File: src/rtl/dmac_pkg.sv
package dmac_pkg;

  localparam int WORD_BYTES = 4;
  localparam int BL_W       = 5;

  // status/control word bit positions (software decodes these)
  localparam int B_IPEND  = 0;
  localparam int B_ERR    = 1;
  localparam int B_INTEN  = 4;
  localparam int B_SRST   = 7;
  localparam int B_DIR    = 8;
  localparam int B_EN     = 9;
  localparam int B_CYC    = 10;
  localparam int B_CNTEN  = 13;
  localparam int B_TC     = 14;
  localparam int B_BURST  = 18;
  localparam int B_DERR   = 22;
  localparam int B_TCID   = 23;
  localparam int B_NXT    = 24;
  localparam int B_ON     = 25;
  localparam int B_AVLD   = 26;
  localparam int B_NVLD   = 27;
  localparam int B_ID     = 28;

  localparam logic [3:0] DEV_ID = 4'hC;

  typedef enum logic { ST_IDLE, ST_BURST } eng_state_t;

  function automatic logic [BL_W-1:0] burst_words(input logic [1:0] sel);
    case (sel)
      2'b00:   burst_words = BL_W'(4);
      2'b01:   burst_words = BL_W'(8);
      2'b10:   burst_words = BL_W'(1);
      default: burst_words = BL_W'(16);
    endcase
  endfunction

endpackage

File: src/rtl/dmac_regs.sv
module dmac_regs
  import dmac_pkg::*;
#(
  parameter int ADDR_W = 32,
  parameter int CNT_W  = 24
) (
  input  logic              clk,
  input  logic              rst_n,
  input  logic              wr_en,
  input  logic [1:0]        wr_sel,
  input  logic [1:0]        rd_sel,
  input  logic [31:0]       wdata,
  output logic [31:0]       rdata,
  input  logic              word_done,
  input  logic              err_hit,
  input  logic              cyc_pend,
  output logic [ADDR_W-1:0] addr_q,
  output logic [CNT_W-1:0]  cnt_q,
  output logic              dir,
  output logic              en_cnt,
  output logic [1:0]        burst_sel,
  output logic              dis_err,
  output logic              dma_on,
  output logic              irq
);

  logic [ADDR_W-1:0] addr_d, naddr_q, naddr_d, addr_inc;
  logic [CNT_W-1:0]  cnt_d, ncnt_q, ncnt_d, cnt_dec;
  logic int_en_q, int_en_d, srst_q, srst_d, dir_q, dir_d, en_q, en_d;
  logic cnten_q, cnten_d, tc_q, tc_d, derr_q, derr_d, tcid_q, tcid_d;
  logic nxt_q, nxt_d, avld_q, avld_d, nvld_q, nvld_d, err_q, err_d;
  logic [1:0] bsel_q, bsel_d;
  logic tc_evt, reload, int_pend;

  // next-state logic
  always_comb begin
    addr_d  = addr_q;   cnt_d   = cnt_q;
    naddr_d = naddr_q;  ncnt_d  = ncnt_q;
    int_en_d = int_en_q; srst_d = srst_q; dir_d = dir_q; en_d = en_q;
    cnten_d = cnten_q;  tc_d    = tc_q;   derr_d = derr_q; tcid_d = tcid_q;
    nxt_d   = nxt_q;    avld_d  = avld_q; nvld_d = nvld_q; err_d  = err_q;
    bsel_d  = bsel_q;
    tc_evt  = 1'b0;
    reload  = 1'b0;
    addr_inc = addr_q + ADDR_W'(WORD_BYTES);
    cnt_dec  = cnt_q - CNT_W'(WORD_BYTES);

    if (word_done) begin
      addr_d = addr_inc;
      if (cnten_q) begin
        cnt_d = cnt_dec;
        if (cnt_dec[CNT_W-1:2] == '0) begin
          tc_evt = 1'b1;
          tc_d   = 1'b1;
          if (nxt_q && nvld_q) begin
            reload = 1'b1;
            addr_d = naddr_q;
            cnt_d  = ncnt_q;
            nvld_d = 1'b0;
          end else begin
            avld_d = 1'b0;
          end
        end
      end
    end
    if (err_hit) err_d = 1'b1;

    if (wr_en) begin
      case (wr_sel)
        2'd0: begin
          int_en_d = wdata[B_INTEN];
          srst_d   = wdata[B_SRST];
          dir_d    = wdata[B_DIR];
          en_d     = wdata[B_EN];
          cnten_d  = wdata[B_CNTEN];
          bsel_d   = wdata[B_BURST +: 2];
          derr_d   = wdata[B_DERR];
          tcid_d   = wdata[B_TCID];
          nxt_d    = wdata[B_NXT];
          if (wdata[B_TC] && !tc_evt)   tc_d  = 1'b0;
          if (wdata[B_ERR] && !err_hit) err_d = 1'b0;
        end
        2'd1: begin
          if (nxt_q) begin
            naddr_d = wdata[ADDR_W-1:0];
            nvld_d  = 1'b1;
          end else begin
            addr_d  = wdata[ADDR_W-1:0];
            avld_d  = 1'b1;
          end
        end
        2'd2: begin
          if (nxt_q) ncnt_d = wdata[CNT_W-1:0];
          else       cnt_d  = wdata[CNT_W-1:0];
        end
        default: ;
      endcase
    end

    if (srst_d) begin
      tc_d   = 1'b0;
      err_d  = 1'b0;
      avld_d = 1'b0;
      nvld_d = 1'b0;
    end
  end

  // state registers
  always_ff @(posedge clk or negedge rst_n) begin
    if (!rst_n) begin
      addr_q <= '0; cnt_q <= '0; naddr_q <= '0; ncnt_q <= '0;
      int_en_q <= 1'b0; srst_q <= 1'b0; dir_q <= 1'b0; en_q <= 1'b0;
      cnten_q <= 1'b0; tc_q <= 1'b0; derr_q <= 1'b0; tcid_q <= 1'b0;
      nxt_q <= 1'b0; avld_q <= 1'b0; nvld_q <= 1'b0; err_q <= 1'b0;
      bsel_q <= 2'b00;
    end else begin
      addr_q <= addr_d; cnt_q <= cnt_d; naddr_q <= naddr_d; ncnt_q <= ncnt_d;
      int_en_q <= int_en_d; srst_q <= srst_d; dir_q <= dir_d; en_q <= en_d;
      cnten_q <= cnten_d; tc_q <= tc_d; derr_q <= derr_d; tcid_q <= tcid_d;
      nxt_q <= nxt_d; avld_q <= avld_d; nvld_q <= nvld_d; err_q <= err_d;
      bsel_q <= bsel_d;
    end
  end

  assign dma_on    = en_q & avld_q & ~srst_q & ~(err_q & ~derr_q);
  assign int_pend  = (tc_q & ~tcid_q) | (err_q & ~derr_q);
  assign irq       = int_pend & int_en_q;
  assign dir       = dir_q;
  assign en_cnt    = cnten_q;
  assign burst_sel = bsel_q;
  assign dis_err   = derr_q;

  // read decode
  always_comb begin
    logic [31:0] csr, a_ext, c_ext;
    csr = '0;
    csr[B_IPEND] = int_pend;
    csr[B_ERR]   = err_q;
    csr[B_INTEN] = int_en_q;
    csr[B_SRST]  = srst_q;
    csr[B_DIR]   = dir_q;
    csr[B_EN]    = en_q;
    csr[B_CYC]   = cyc_pend;
    csr[B_CNTEN] = cnten_q;
    csr[B_TC]    = tc_q;
    csr[B_BURST +: 2] = bsel_q;
    csr[B_DERR]  = derr_q;
    csr[B_TCID]  = tcid_q;
    csr[B_NXT]   = nxt_q;
    csr[B_ON]    = dma_on;
    csr[B_AVLD]  = avld_q;
    csr[B_NVLD]  = nvld_q;
    csr[B_ID +: 4] = DEV_ID;
    a_ext = '0;
    a_ext[ADDR_W-1:0] = addr_q;
    c_ext = '0;
    c_ext[CNT_W-1:0] = cnt_q;
    case (rd_sel)
      2'd0:    rdata = csr;
      2'd1:    rdata = a_ext;
      2'd2:    rdata = c_ext;
      default: rdata = '0;
    endcase
  end

  AST_ADDR_STEP: assert property (@(posedge clk) disable iff (!rst_n)
    (word_done && !tc_evt && !wr_en) |=> (addr_q == $past(addr_q) + ADDR_W'(WORD_BYTES)));
  AST_CNT_FROZEN: assert property (@(posedge clk) disable iff (!rst_n)
    (word_done && !cnten_q && !wr_en) |=> $stable(cnt_q));
  AST_TC_STICKY: assert property (@(posedge clk) disable iff (!rst_n)
    (tc_q && !wr_en && !srst_q) |=> tc_q);
  AST_RELOAD_KEEPS: assert property (@(posedge clk) disable iff (!rst_n)
    (word_done && reload && !wr_en) |=> (avld_q && !nvld_q && dma_on));
  AST_TC_STOP: assert property (@(posedge clk) disable iff (!rst_n)
    (word_done && tc_evt && !reload && !wr_en) |=> !dma_on);
  AST_SRST_HOLDS: assert property (@(posedge clk) disable iff (!rst_n)
    srst_q |-> (!avld_q && !nvld_q && !tc_q && !err_q));

endmodule

File: src/rtl/dmac_engine.sv
module dmac_engine
  import dmac_pkg::*;
#(
  parameter int CNT_W = 24
) (
  input  logic             clk,
  input  logic             rst_n,
  input  logic             dev_req,
  input  logic             dma_on,
  input  logic             en_cnt,
  input  logic [1:0]       burst_sel,
  input  logic [CNT_W-3:0] cnt_words,
  input  logic             dis_err,
  input  logic             mem_ack,
  input  logic             mem_err,
  output logic             mem_req,
  output logic             word_done,
  output logic             err_hit
);

  localparam int RW = CNT_W - 2;

  eng_state_t       st_q, st_d;
  logic [BL_W-1:0]  left_q, left_d, bl, len;
  logic             pend_q, pend_d, start;

  always_comb begin
    bl  = burst_words(burst_sel);
    len = bl;
    if (en_cnt && (cnt_words < RW'(bl))) len = cnt_words[BL_W-1:0];
    start = (st_q == ST_IDLE) && (dev_req || pend_q) && dma_on && (len != '0);
  end

  always_comb begin
    st_d   = st_q;
    left_d = left_q;
    pend_d = (pend_q | dev_req) & dma_on;
    case (st_q)
      ST_IDLE: begin
        if (start) begin
          st_d   = ST_BURST;
          left_d = len;
          pend_d = 1'b0;
        end
      end
      ST_BURST: begin
        if (mem_ack) begin
          left_d = left_q - BL_W'(1);
          if ((left_q == BL_W'(1)) || (mem_err && !dis_err)) st_d = ST_IDLE;
        end
      end
      default: st_d = ST_IDLE;
    endcase
  end

  always_ff @(posedge clk or negedge rst_n) begin
    if (!rst_n) begin
      st_q   <= ST_IDLE;
      left_q <= '0;
      pend_q <= 1'b0;
    end else begin
      st_q   <= st_d;
      left_q <= left_d;
      pend_q <= pend_d;
    end
  end

  assign mem_req   = (st_q == ST_BURST);
  assign word_done = mem_req & mem_ack;
  assign err_hit   = word_done & mem_err;

  AST_REQ_HOLD: assert property (@(posedge clk) disable iff (!rst_n)
    (mem_req && !mem_ack) |=> mem_req);
  AST_LEN_BOUND: assert property (@(posedge clk) disable iff (!rst_n)
    mem_req |-> ((left_q != '0) && (left_q <= BL_W'(16))));
  AST_START_GATED: assert property (@(posedge clk) disable iff (!rst_n)
    $rose(mem_req) |-> $past(dma_on));
  AST_ERR_STOP: assert property (@(posedge clk) disable iff (!rst_n)
    (mem_req && mem_ack && mem_err && !dis_err) |=> !mem_req);

endmodule

File: src/rtl/dmac_chan.sv
module dmac_chan
  import dmac_pkg::*;
#(
  parameter int ADDR_W = 32,
  parameter int CNT_W  = 24
) (
  input  logic              clk,
  input  logic              rst_n,
  input  logic              bus_sel,
  input  logic              bus_wr,
  input  logic [3:0]        bus_addr,
  input  logic [31:0]       bus_wdata,
  output logic [31:0]       bus_rdata,
  input  logic              dev_req,
  output logic              mem_req,
  output logic              mem_wr,
  output logic [ADDR_W-1:0] mem_addr,
  input  logic              mem_ack,
  input  logic              mem_err,
  output logic              irq
);

  logic              rst_meta_q, rst_sync_q;
  logic              wr_en, word_done, err_hit, dma_on, en_cnt, dis_err, dir;
  logic [1:0]        burst_sel;
  logic [ADDR_W-1:0] addr_q;
  logic [CNT_W-1:0]  cnt_q;

  // reset: asynchronous assert, synchronous release
  always_ff @(posedge clk or negedge rst_n) begin
    if (!rst_n) begin
      rst_meta_q <= 1'b0;
      rst_sync_q <= 1'b0;
    end else begin
      rst_meta_q <= 1'b1;
      rst_sync_q <= rst_meta_q;
    end
  end

  assign wr_en = bus_sel & bus_wr & (bus_addr[1:0] == 2'b00);

  dmac_regs #(.ADDR_W(ADDR_W), .CNT_W(CNT_W)) regs_i (
    .clk       (clk),
    .rst_n     (rst_sync_q),
    .wr_en     (wr_en),
    .wr_sel    (bus_addr[3:2]),
    .rd_sel    (bus_addr[3:2]),
    .wdata     (bus_wdata),
    .rdata     (bus_rdata),
    .word_done (word_done),
    .err_hit   (err_hit),
    .cyc_pend  (mem_req),
    .addr_q    (addr_q),
    .cnt_q     (cnt_q),
    .dir       (dir),
    .en_cnt    (en_cnt),
    .burst_sel (burst_sel),
    .dis_err   (dis_err),
    .dma_on    (dma_on),
    .irq       (irq)
  );

  dmac_engine #(.CNT_W(CNT_W)) eng_i (
    .clk       (clk),
    .rst_n     (rst_sync_q),
    .dev_req   (dev_req),
    .dma_on    (dma_on),
    .en_cnt    (en_cnt),
    .burst_sel (burst_sel),
    .cnt_words (cnt_q[CNT_W-1:2]),
    .dis_err   (dis_err),
    .mem_ack   (mem_ack),
    .mem_err   (mem_err),
    .mem_req   (mem_req),
    .word_done (word_done),
    .err_hit   (err_hit)
  );

  assign mem_addr = addr_q;
  assign mem_wr   = dir;

endmodule

File: config.mk
export PLATFORM = sky130hd
export DESIGN_NAME = dmac_chan
export DESIGN_NICKNAME = d
export VERILOG_FILES = /design/src/rtl/dmac_pkg.sv /design/src/rtl/dmac_regs.sv /design/src/rtl/dmac_engine.sv /design/src/rtl/dmac_chan.sv
export SDC_FILE = /design/constraint.sdc
export NUM_CORES = 1
export LEC_CHECK = 0
export BUFFER_PORTS_ARGS = -buffer_cell sky130_fd_sc_hd__buf_2
export CAP_MARGIN = 20
export CORE_AREA = 2 2 126 128
export DETAILED_ROUTE_END_ITERATION = 7
export DIE_AREA = 0 0 128 130
export GPL_ROUTABILITY_DRIVEN = 0
export PLACE_DENSITY = 0.86
export SLEW_MARGIN = 10
export SYNTH_ARGS = -nofsm -noshare
export SYNTH_HDL_FRONTEND = slang
export SYNTH_SLANG_ARGS = --single-unit
File: constraint.sdc
create_clock -name clk -period 12.45 [get_ports clk]
set_input_delay 1.8675 -clock clk [delete_from_list [all_inputs] [get_ports clk]]
set_output_delay 1.8675 -clock clk [all_outputs]
set_load 0.01 [all_outputs]
==> impl_metrics.json, run 1 <==
{
  "dp_hpwl_um": 17240,
  "drive_gt1_share_pct": 23.79,
  "crit_chain": "buf_2, nor2b_1, buf_4, a22o_1, buf_2",
  "die_h_um": 130,
  "wl_met3_um": 2551,
  "ys_seq_area_share_pct": 41.18,
  "max_cap_viol_count": 0,
  "clk_pin_slew_worst_paths_ns": 0.06,
  "cts_root_buffer": "clkbuf_16",
  "syn_area_mm2": 0.008203,
  "portBuffers": 109,
  "crit_required_ns": 10.58,
  "cpMostUsedCell": "buf_2",
  "clock_sinks": 135,
  "wl_per_cell_um": 21.63,
  "start_util_pct": 53.18,
  "wl_met2_um": 11620,
  "crit_type": "in -> out",
  "max-slew-margin-rel_pct": 27.91,
  "synthesis.instances": 914,
  "pre_cts_slack_ns": 7.087,
  "layout_commonest_cell": "dfrtp_1",
  "synth_edf_count": 0,
  "fin_cells": 1184,
  "cts_buffer_depth": 2,
  "area_growth_pct": 15.16,
  "yosysWarnings": 0,
  "crit_slowest_cell": "nor2b_1",
  "firstDrtPassIters": 8,
  "hold_class": "reg -> reg",
  "synth_area_leaders": "dfrtp_1, mux2_2, nand2_1",
  "fin_crit_ns": 5.415,
  "finish.net_count": 1030,
  "first_global_vias": 7234,
  "end_kind": "primary output",
  "slowest_delay_ns": 0.54,
  "p_leak_uw": 0.004291,
  "routed_wl_um": 25610,
  "final_util_pct": 61.24,
  "drv_slew": 0,
  "design.core.area_mm2": 0.01542,
  "crit_arrival_ns": 3.55,
  "synth-seq-cells": 135,
  "antenna_found_initial": 0,
  "grt-ovfl-total": 0,
  "period_share_pct": 43.50,
  "postCtsResizedCells": 0,
  "htree_levels": 4,
  "grt_start_max_net_pins": 73,
  "fmax_mhz": 184.7,
  "dieArea_mm2": 0.01664,
  "synth_nets": 965,
  "synth_cell_types": 61,
  "hold_violations": 0,
  "synth_top_cell_area_share_pct": 41.18,
  "n_antenna_cell": 0,
  "vias_per_cell": 6.612,
  "routedLengthMet1_um": 10180,
  "cp_max_fo": 23,
  "setup_violations": 0,
  "antenna_left": 0,
  "grt_pass1_wl_um": 39920,
  "fp.dieW_um": 128,
  "fin_setup_tns_ns": 0,
  "ctsHoldBuffers": 0,
  "grt_setup_unrepaired": "no",
  "power_density_mw_per_mm2": 166.4,
  "syn_area_per_cell_um2": 8.975,
  "finalClockSkew_ns": 0.007324,
  "async_reset_ff_share_pct": 100.0,
  "dp_cells": 1152,
  "r2r_slack_ns": 7.83,
  "peakVddDrop_mv": 0.1128,
  "drc": 1,
  "violations": "DRC",
  "status": "finished with violations",
  "dr.max_layer_used": "met4",
  "tritoncts": "built",
  "postCtsSetupBuffers": 0,
  "setup_slack_ns": 7.035,
  "yosys.area.top_type": "dfrtp_1",
  "path_buf_inv": 3,
  "final_cell_mix": "dfrtp_1, buf_2, nand2_1, nor2_1, mux2_2",
  "vias": 7829,
  "worstMarginPinSlew_ns": 1.080,
  "cts_buffers": 17,
  "ys.flop_type": "dfrtp_1",
  "grt_usage_pct": 31.12,
  "drt_iter0_markers": 932,
  "cp-start-kind": "input port",
  "insertion_delay_ns": 0.43,
  "cpLargestDelayFamily": "buffers and inverters",
  "placementRows": 46,
  "io_pins": 110
}
## kinds of logic after synthesis
family / after synthesis / synth area share (%)
AOI/OAI and AO/OA: 236 / 18.09
xor gates and xnor gates: 14 / 1.495
adders and majority gates: 8 / 1.220
buffers and inverters: 94 / 5.003
DFF: 135 / 41.18
muxes: 98 / 13.15
other: 1 / 0.04572
and+or+nand+nor: 328 / 19.81
## stage by stage
stage          power, uW  hold WS [ns]  instance area (um2)
2_1_floorplan      835.8        0.3312                 8203
3_3_place_gp       954.0        0.3354                 8743
3_5_place_dp       967.0        0.3362                 8758
4_1_cts             1557        0.3488                 9447
5_1_grt             1635        0.3629                 9447
6_report            1572        0.3465                 9447
## worst reg2reg max path, cell delays in order, from the launching register on
cell and delay, ns:
dfrtp_1 0.53, inv_1 0.22, ha_1 0.46, nor4b_1 0.63, nand2_1 0.37, o31ai_1 0.43
nand3_1 0.16, or4_2 0.64, buf_4 0.37, and3_1 0.31, nor3_1 0.26, o21ai_1 0.10
## synth_stat cells (5+ instances only)
library cell	instances
a211oi_1	10
o21a_1	7
mux2_2	62
xnor2_1	5
or2_2	6
dfrtp_1	135
xor2_1	9
o21ai_0	53
mux2i_1	32
o21ai_1	20
a21oi_1	60
a31oi_1	8
nor3_1	22
or3_1	6
nor2_1	73
o211ai_1	13
o32ai_1	5
inv_1	21
buf_1	5
a21o_1	10
clkbuf_1	52
nand3_1	30
a22o_1	15
nand2_1	101
and3_1	16
buf_6	6
buf_2	10
nor4_1	11
nor2b_1	5
ha_1	8
nand4_1	10
or4_1	9
and2_1	12
o22ai_1	5
nor4b_1	13
## path summary, 6_finish.rpt
path	endpoint	depth (start not counted)	startpoint
max	bus_rdata[20]	5	bus_addr[2]
min reg2reg	rst_sync_q	0	rst_meta_q
max in group asynchronous	regs_i.naddr_q[8]	1	rst_sync_q
max reg2reg	regs_i.addr_q[18]	11	regs_i.cnt_q[3]
min	rst_sync_q	0	rst_meta_q
min in group asynchronous	regs_i.ncnt_q[20]	0	rst_sync_q
## flip-flops by register name, summed over array words and instances, names as in the netlist, 2 cells and up
name              flops
regs_i.cnt_q         24
regs_i.naddr_q       32
eng_i.left_q          5
regs_i.burst_sel      2
regs_i.ncnt_q        24
regs_i.addr_q        32
## layout make-up
cell class	instances	area (um2)
fillers	1254	5978
multi-input cells	685	4429
flip-flops and latches	135	3382
repair buffers	119	628.1
clock buffers	21	470.5
well taps	192	240.2
clock inverters	11	217.7
inverters	21	78.83
## power by group
group / total [uW] / switching (uW) / internal, uW / leakage [uW]
Combinational: 364 / 211 / 153 / 0.00225
Sequential: 617 / 117 / 501 / 0.00171
Clock: 591 / 199 / 392 / 0.000330
Total: 1570 / 526 / 1050 / 0.00429
## routing by layer
metal	vias up	track usage, %
met5	-	0
met4	0	15.13
met3	96	7.708
met2	502	47.91
met1	3780	41.48
li1	3451	-
(Power assumes the default switching activity.)
==> run 2, diff against run 1 <==
==> constraint.sdc (replaced) <==
create_clock -name clk -period 5.4 [get_ports clk]
set_input_delay 0.81 -clock clk [delete_from_list [all_inputs] [get_ports clk]]
set_output_delay 0.81 -clock clk [all_outputs]
set_load 0.01 [all_outputs]
==> impl_metrics.json, run 2 (synthesis gave the netlist of run 1 again) <==
{
  "max-slew-margin-rel_pct": 31.16,
  "io_pins": 110,
  "clock_sinks": 135,
  "drc": 0,
  "grt_start_max_net_pins": 74,
  "register_area_mm2": 0.003382,
  "dieArea_mm2": 0.01664,
  "vias_per_cell": 6.608,
  "wl_per_cell_um": 21.24,
  "p_leak_uw": 0.004290,
  "clk_pin_slew_worst_paths_ns": 0.06,
  "fmax_mhz": 222.5,
  "cts_buffers": 17,
  "placementRows": 46,
  "max_cap_viol_count": 0,
  "grt_setup_unrepaired": "no",
  "crit_type": "reg -> reg",
  "portBuffers": 109,
  "peakVddDrop_mv": 0.2899,
  "layout_commonest_cell": "dfrtp_1",
  "end_kind": "flop",
  "start_util_pct": 53.18,
  "cts_root_buffer": "clkbuf_16",
  "fin_hold_ws_ns": 0.1488,
  "status": "finished clean",
  "cp-start-kind": "flop",
  "fillers": 1278,
  "tritoncts": "built",
  "finalClockSkew_ns": 0.006714,
  "power_uw": 3535,
  "fp.dieW_um": 128,
  "routed_wl_um": 25170,
  "worstMarginPinSlew_ns": 1.033,
  "power_density_mw_per_mm2": 375.1,
  "finish.net_count": 1032,
  "final_cell_mix": "dfrtp_1, buf_2, nand2_1, nor2_1, mux2_2",
  "drv_slew": 0,
  "insertion_delay_ns": 0.43,
  "fin_crit_ns": 4.494,
  "drive_gt1_share_pct": 23.97,
  "postCtsResizedCells": 0,
  "die_h_um": 130,
  "cp_max_fo": 44,
  "grt_usage_pct": 30.76,
  "crit_arrival_ns": 4.81,
  "ctsHoldBuffers": 0,
  "n_antenna_cell": 0,
  "period_share_pct": 83.23,
  "vias": 7831,
  "htree_levels": 4,
  "grt-ovfl-total": 0,
  "firstDrtPassIters": 6,
  "dp_hpwl_um": 17430,
  "area_growth_pct": 14.90,
  "antenna_left": 0,
  "setup_violations": 0,
  "grt_pass1_wl_um": 39320,
  "design.core.area_mm2": 0.01542,
  "antenna_found_initial": 0,
  "fin_cells": 1185,
  "crit_required_ns": 5.71,
  "hold_class": "in -> async",
  "top_regs": "regs_i.addr_q x32, regs_i.naddr_q x32",
  "fin_setup_tns_ns": 0,
  "multi_input_area_mm2": 0.004429,
  "drt_iter0_markers": 982,
  "cts_buffer_depth": 2,
  "postCtsSetupBuffers": 0,
  "first_global_vias": 7112,
  "dp_cells": 1153,
  "hold_violations": 0
}
[run 2: cell count changes in the layout (fill, tap and decap cells not counted), sizes merged]
cell	change
buf	+2
clkbuf	-2
clkinv	+3
bufinv	-1
clkinvlp	-1
[run 2: layer usage]
metal | part of all wire [%] | up-vias | track usage [%]
met3 | 10 | 75 | 6.396
met2 | 45 | 534 | 47.63
li1 | - | 3451 | -
met1 | 41 | 3771 | 42.24
met4 | 4.2 | 0 | 13.32
met5 | 0 | - | 0
[run 2: final timing paths]
kind | from | end | slack, ns | cells after the start
min in group clk | rst_meta_q | rst_sync_q | 0.35 | 0
max in group asynchronous | rst_sync_q | regs_i.dir | 3.52 | 1
setup reg to reg | regs_i.cnt_q[2] | regs_i.addr_q[25] | 0.91 | 11
hold reg to reg | rst_meta_q | rst_sync_q | 0.35 | 0
setup / recovery | regs_i.cnt_q[2] | regs_i.addr_q[25] | 0.91 | 11
hold / removal | rst_n | rst_sync_q | 0.15 | 1
[run 2: where the power goes]
part	switching [uW]	internal, uW
logic	478	355
registers	258	1150
clock network	449	840
total	1190	2350
[run 2: cell type report]
type	instances	share of cell area, %
Clock buffer	19	4.806
Multi-Input combinational cell	685	46.99
Sequential cell	135	35.88
Timing Repair Buffer	121	6.823
Tap cell	192	2.549
Inverter	21	0.8363
Clock inverter	12	2.111
[run 2: per-stage QoR]
stage	util, %	instance area (um2)	worst slack [ns]
4_1_cts	61.01	9410	1.045
5_1_grt	61.10	9425	0.6483
2_1_floorplan	-	8203	1.360
3_3_place_gp	56.78	8758	1.232
6_report	61.10	9425	0.9058
3_5_place_dp	56.78	8758	1.073
[run 2: critical path, stage by stage, from the launching register on]
cell and delay (ns):
dfrtp_1 0.51, inv_1 0.13, ha_1 0.41, nor4b_1 0.59, nand2_1 0.26, o31ai_1 0.36, nand3_1 0.17, or4_2 0.95
buf_4 0.42, mux2_4 0.34, o32ai_1 0.13, nor2_1 0.09
==> run 3, diff against run 2 <==
--- a/config.mk
+++ b/config.mk
@@ -7,11 +7,11 @@
 export LEC_CHECK = 0
 export BUFFER_PORTS_ARGS = -buffer_cell sky130_fd_sc_hd__buf_2
 export CAP_MARGIN = 20
-export CORE_AREA = 2 2 126 128
+export CORE_AREA = 2 2 128 130
 export DETAILED_ROUTE_END_ITERATION = 7
-export DIE_AREA = 0 0 128 130
+export DIE_AREA = 0 0 130 132
 export GPL_ROUTABILITY_DRIVEN = 0
-export PLACE_DENSITY = 0.86
+export PLACE_DENSITY = 0.87
 export SLEW_MARGIN = 10
 export SYNTH_ARGS = -nofsm -noshare
 export SYNTH_HDL_FRONTEND = slang
==> constraint.sdc (replaced) <==
create_clock -name clk -period 3.7 [get_ports clk]
set_input_delay 0.555 -clock clk [delete_from_list [all_inputs] [get_ports clk]]
set_output_delay 0.555 -clock clk [all_outputs]
set_load 0.01 [all_outputs]
==> impl_metrics.json, run 3 (synthesis gave the netlist of run 1 again) <==
{
  "cp_max_fo": 67,
  "fin_setup_tns_ns": 0,
  "worstReg2RegStart": "regs_i.cnt_q[13]",
  "hold_class": "reg -> async",
  "dieArea_mm2": 0.01716,
  "p_leak_uw": 0.004423,
  "crit_required_ns": 4.01,
  "comb_power_share_pct": 27.3,
  "crit_chain": "or4_1, or4_4, a21oi_2, o211ai_1, or4_2, buf_12, and3_1, nor4_2, nor2_1",
  "fp.dieW_um": 130,
  "finalClockSkew_ns": 0.008006,
  "end_kind": "flop",
  "path_buf_inv": 1,
  "max-slew-margin-rel_pct": 36.10,
  "r2r_slack_ns": 0.11,
  "grt_start_max_net_pins": 101,
  "start_util_pct": 52.21,
  "worstMarginPinSlew_ns": 0.9585,
  "first_global_vias": 7406,
  "die_h_um": 132,
  "cp-start-kind": "flop",
  "layout_commonest_cell": "dfrtp_1",
  "firstDrtPassIters": 8,
  "grt_usage_pct": 30.36,
  "vias": 7933,
  "fillers": 1252,
  "dp_hpwl_um": 17780,
  "antenna_left": 0,
  "antenna_found_initial": 1,
  "insertion_delay_ns": 0.43,
  "top_regs": "regs_i.addr_q x32, regs_i.naddr_q x32",
  "power_density_mw_per_mm2": 533.1,
  "grt_pass1_wl_um": 40230,
  "cts_root_buffer": "clkbuf_16",
  "crit_path_start": "regs_i.cnt_q[13]",
  "drc": 0,
  "power.switching_fraction_pct": 34.24,
  "grt_setup_unrepaired": "no",
  "setup_slack_ns": 0.1097,
  "fin_area_mm2": 0.009682,
  "drv_slew": 0,
  "p_sw_uw": 1768,
  "crit_type": "reg -> reg",
  "clk_pin_slew_worst_paths_ns": 0.06,
  "placed_cell_area_mm2": 0.009031,
  "placementRows": 46,
  "area_growth_pct": 18.03,
  "pre_cts_slack_ns": 0.1809,
  "clkPwrFrac_pct": 34.2,
  "fin_crit_ns": 3.590,
  "crit_arrival_ns": 3.90,
  "power_uw": 5162,
  "setup_violations": 0,
  "max_cap_viol_count": 0,
  "postCtsSetupBuffers": 0,
  "portBuffers": 109,
  "io_pins": 110,
  "tritoncts": "built",
  "internal-power_uw": 3394,
  "drt_iter0_markers": 909,
  "sequentialPowerShare_pct": 38.4,
  "grt-ovfl-total": 0,
  "cts_buffer_depth": 2,
  "routed_wl_um": 25640,
  "design.core.area_mm2": 0.01571,
  "wl_per_cell_um": 20.68,
  "crit_slowest_cell": "or4_2",
  "cts_buffers": 17,
  "vias_per_cell": 6.398,
  "slowest_delay_ns": 0.72,
  "htree_levels": 4,
  "drive_gt1_share_pct": 26.49,
  "fmax_mhz": 278.5,
  "status": "finished clean",
  "peakVddDrop_mv": 0.3544,
  "hold_violations": 0,
  "period_share_pct": 97.04,
  "clock_sinks": 135,
  "finish.net_count": 1061,
  "final_cell_mix": "dfrtp_1, buf_2, nand2_1, nor2_1, mux2_2",
  "cpLargestDelayFamily": "simple AND/OR/NAND/NOR gates"
}
-- run 3: cell count changes in the layout (fill, tap and decap cells not counted), moves of 2 or more --
| cell | previous run | this run |
|---|---|---|
| buf_12 | 0 | 2 |
| buf_4 | 11 | 38 |
| bufinv_16 | 5 | 3 |
| nor4_1 | 10 | 8 |
| nor4_2 | 2 | 4 |
-- run 3: metal layers --
| metal | vias to the layer above | routed length [um] | GRT usage (%) |
|---|---|---|---|
| li1 | 3513 | - | - |
| met1 | 3819 | 10040 | 41.29 |
| met2 | 496 | 11340 | 44.27 |
| met3 | 105 | 2557 | 6.899 |
| met4 | 0 | 1711 | 17.62 |
| met5 | - | 0 | 0 |
-- run 3: final timing paths --
check | endpoint | cells past startpoint
min in group clk | rst_sync_q | 0
min | regs_i.cnt_q[7] | 0
min reg2reg | regs_i.cnt_q[7] | 0
max reg2reg | regs_i.addr_q[28] | 9
max in group asynchronous | regs_i.naddr_q[24] | 1
max | regs_i.addr_q[28] | 9
-- run 3: worst reg2reg max path, cell delays in order (launching register included) --
cell,delay (ns)
dfrtp_1,0.46
or4_1,0.59
or4_4,0.55
a21oi_2,0.16
o211ai_1,0.13
or4_2,0.72
buf_12,0.22
and3_1,0.29
nor4_2,0.26
nor2_1,0.08
-- run 3: area by class of cell --
class	count	area (um2)	area share (%)
multi-input cells	685	4449	45.96
flip-flops and latches	135	3383	34.94
repair buffers	150	880.8	9.098
clock buffers	21	470.5	4.859
well taps	216	270.3	2.791
clock inverters	11	146.4	1.512
inverters	21	78.83	0.8142
diodes	1	2.502	0.02585
-- run 3: through the flow --
step / cells / hold slack [ns] / util (%)
floorplan: 914 / 0.2594 / -
global placement: 1206 / 0.2980 / 57.48
detailed placement: 1206 / 0.3029 / 57.48
CTS: 1239 / 0.3083 / 61.47
global route: 1240 / 0.3349 / 61.62
finish: 1240 / 0.2880 / 61.62
-- run 3: what timing repair did --
action                                  4_1_cts  5_1_grt
resized for setup                             0        5
endpoints found under the hold margin         2        0
hold buffers                                  1        0
endpoints found under the setup margin        0       12
-- run 3: power by group through the flow --
stage | sequential [uW] | clock, uW | combinational, uW
6_report | 1980 | 1770 | 1410
5_1_grt | 2010 | 1860 | 1530
3_5_place_dp | 1990 | 0 | 1360
3_3_place_gp | 1970 | 0 | 1320
2_1_floorplan | 1910 | 0 | 906
4_1_cts | 1960 | 1780 | 1370
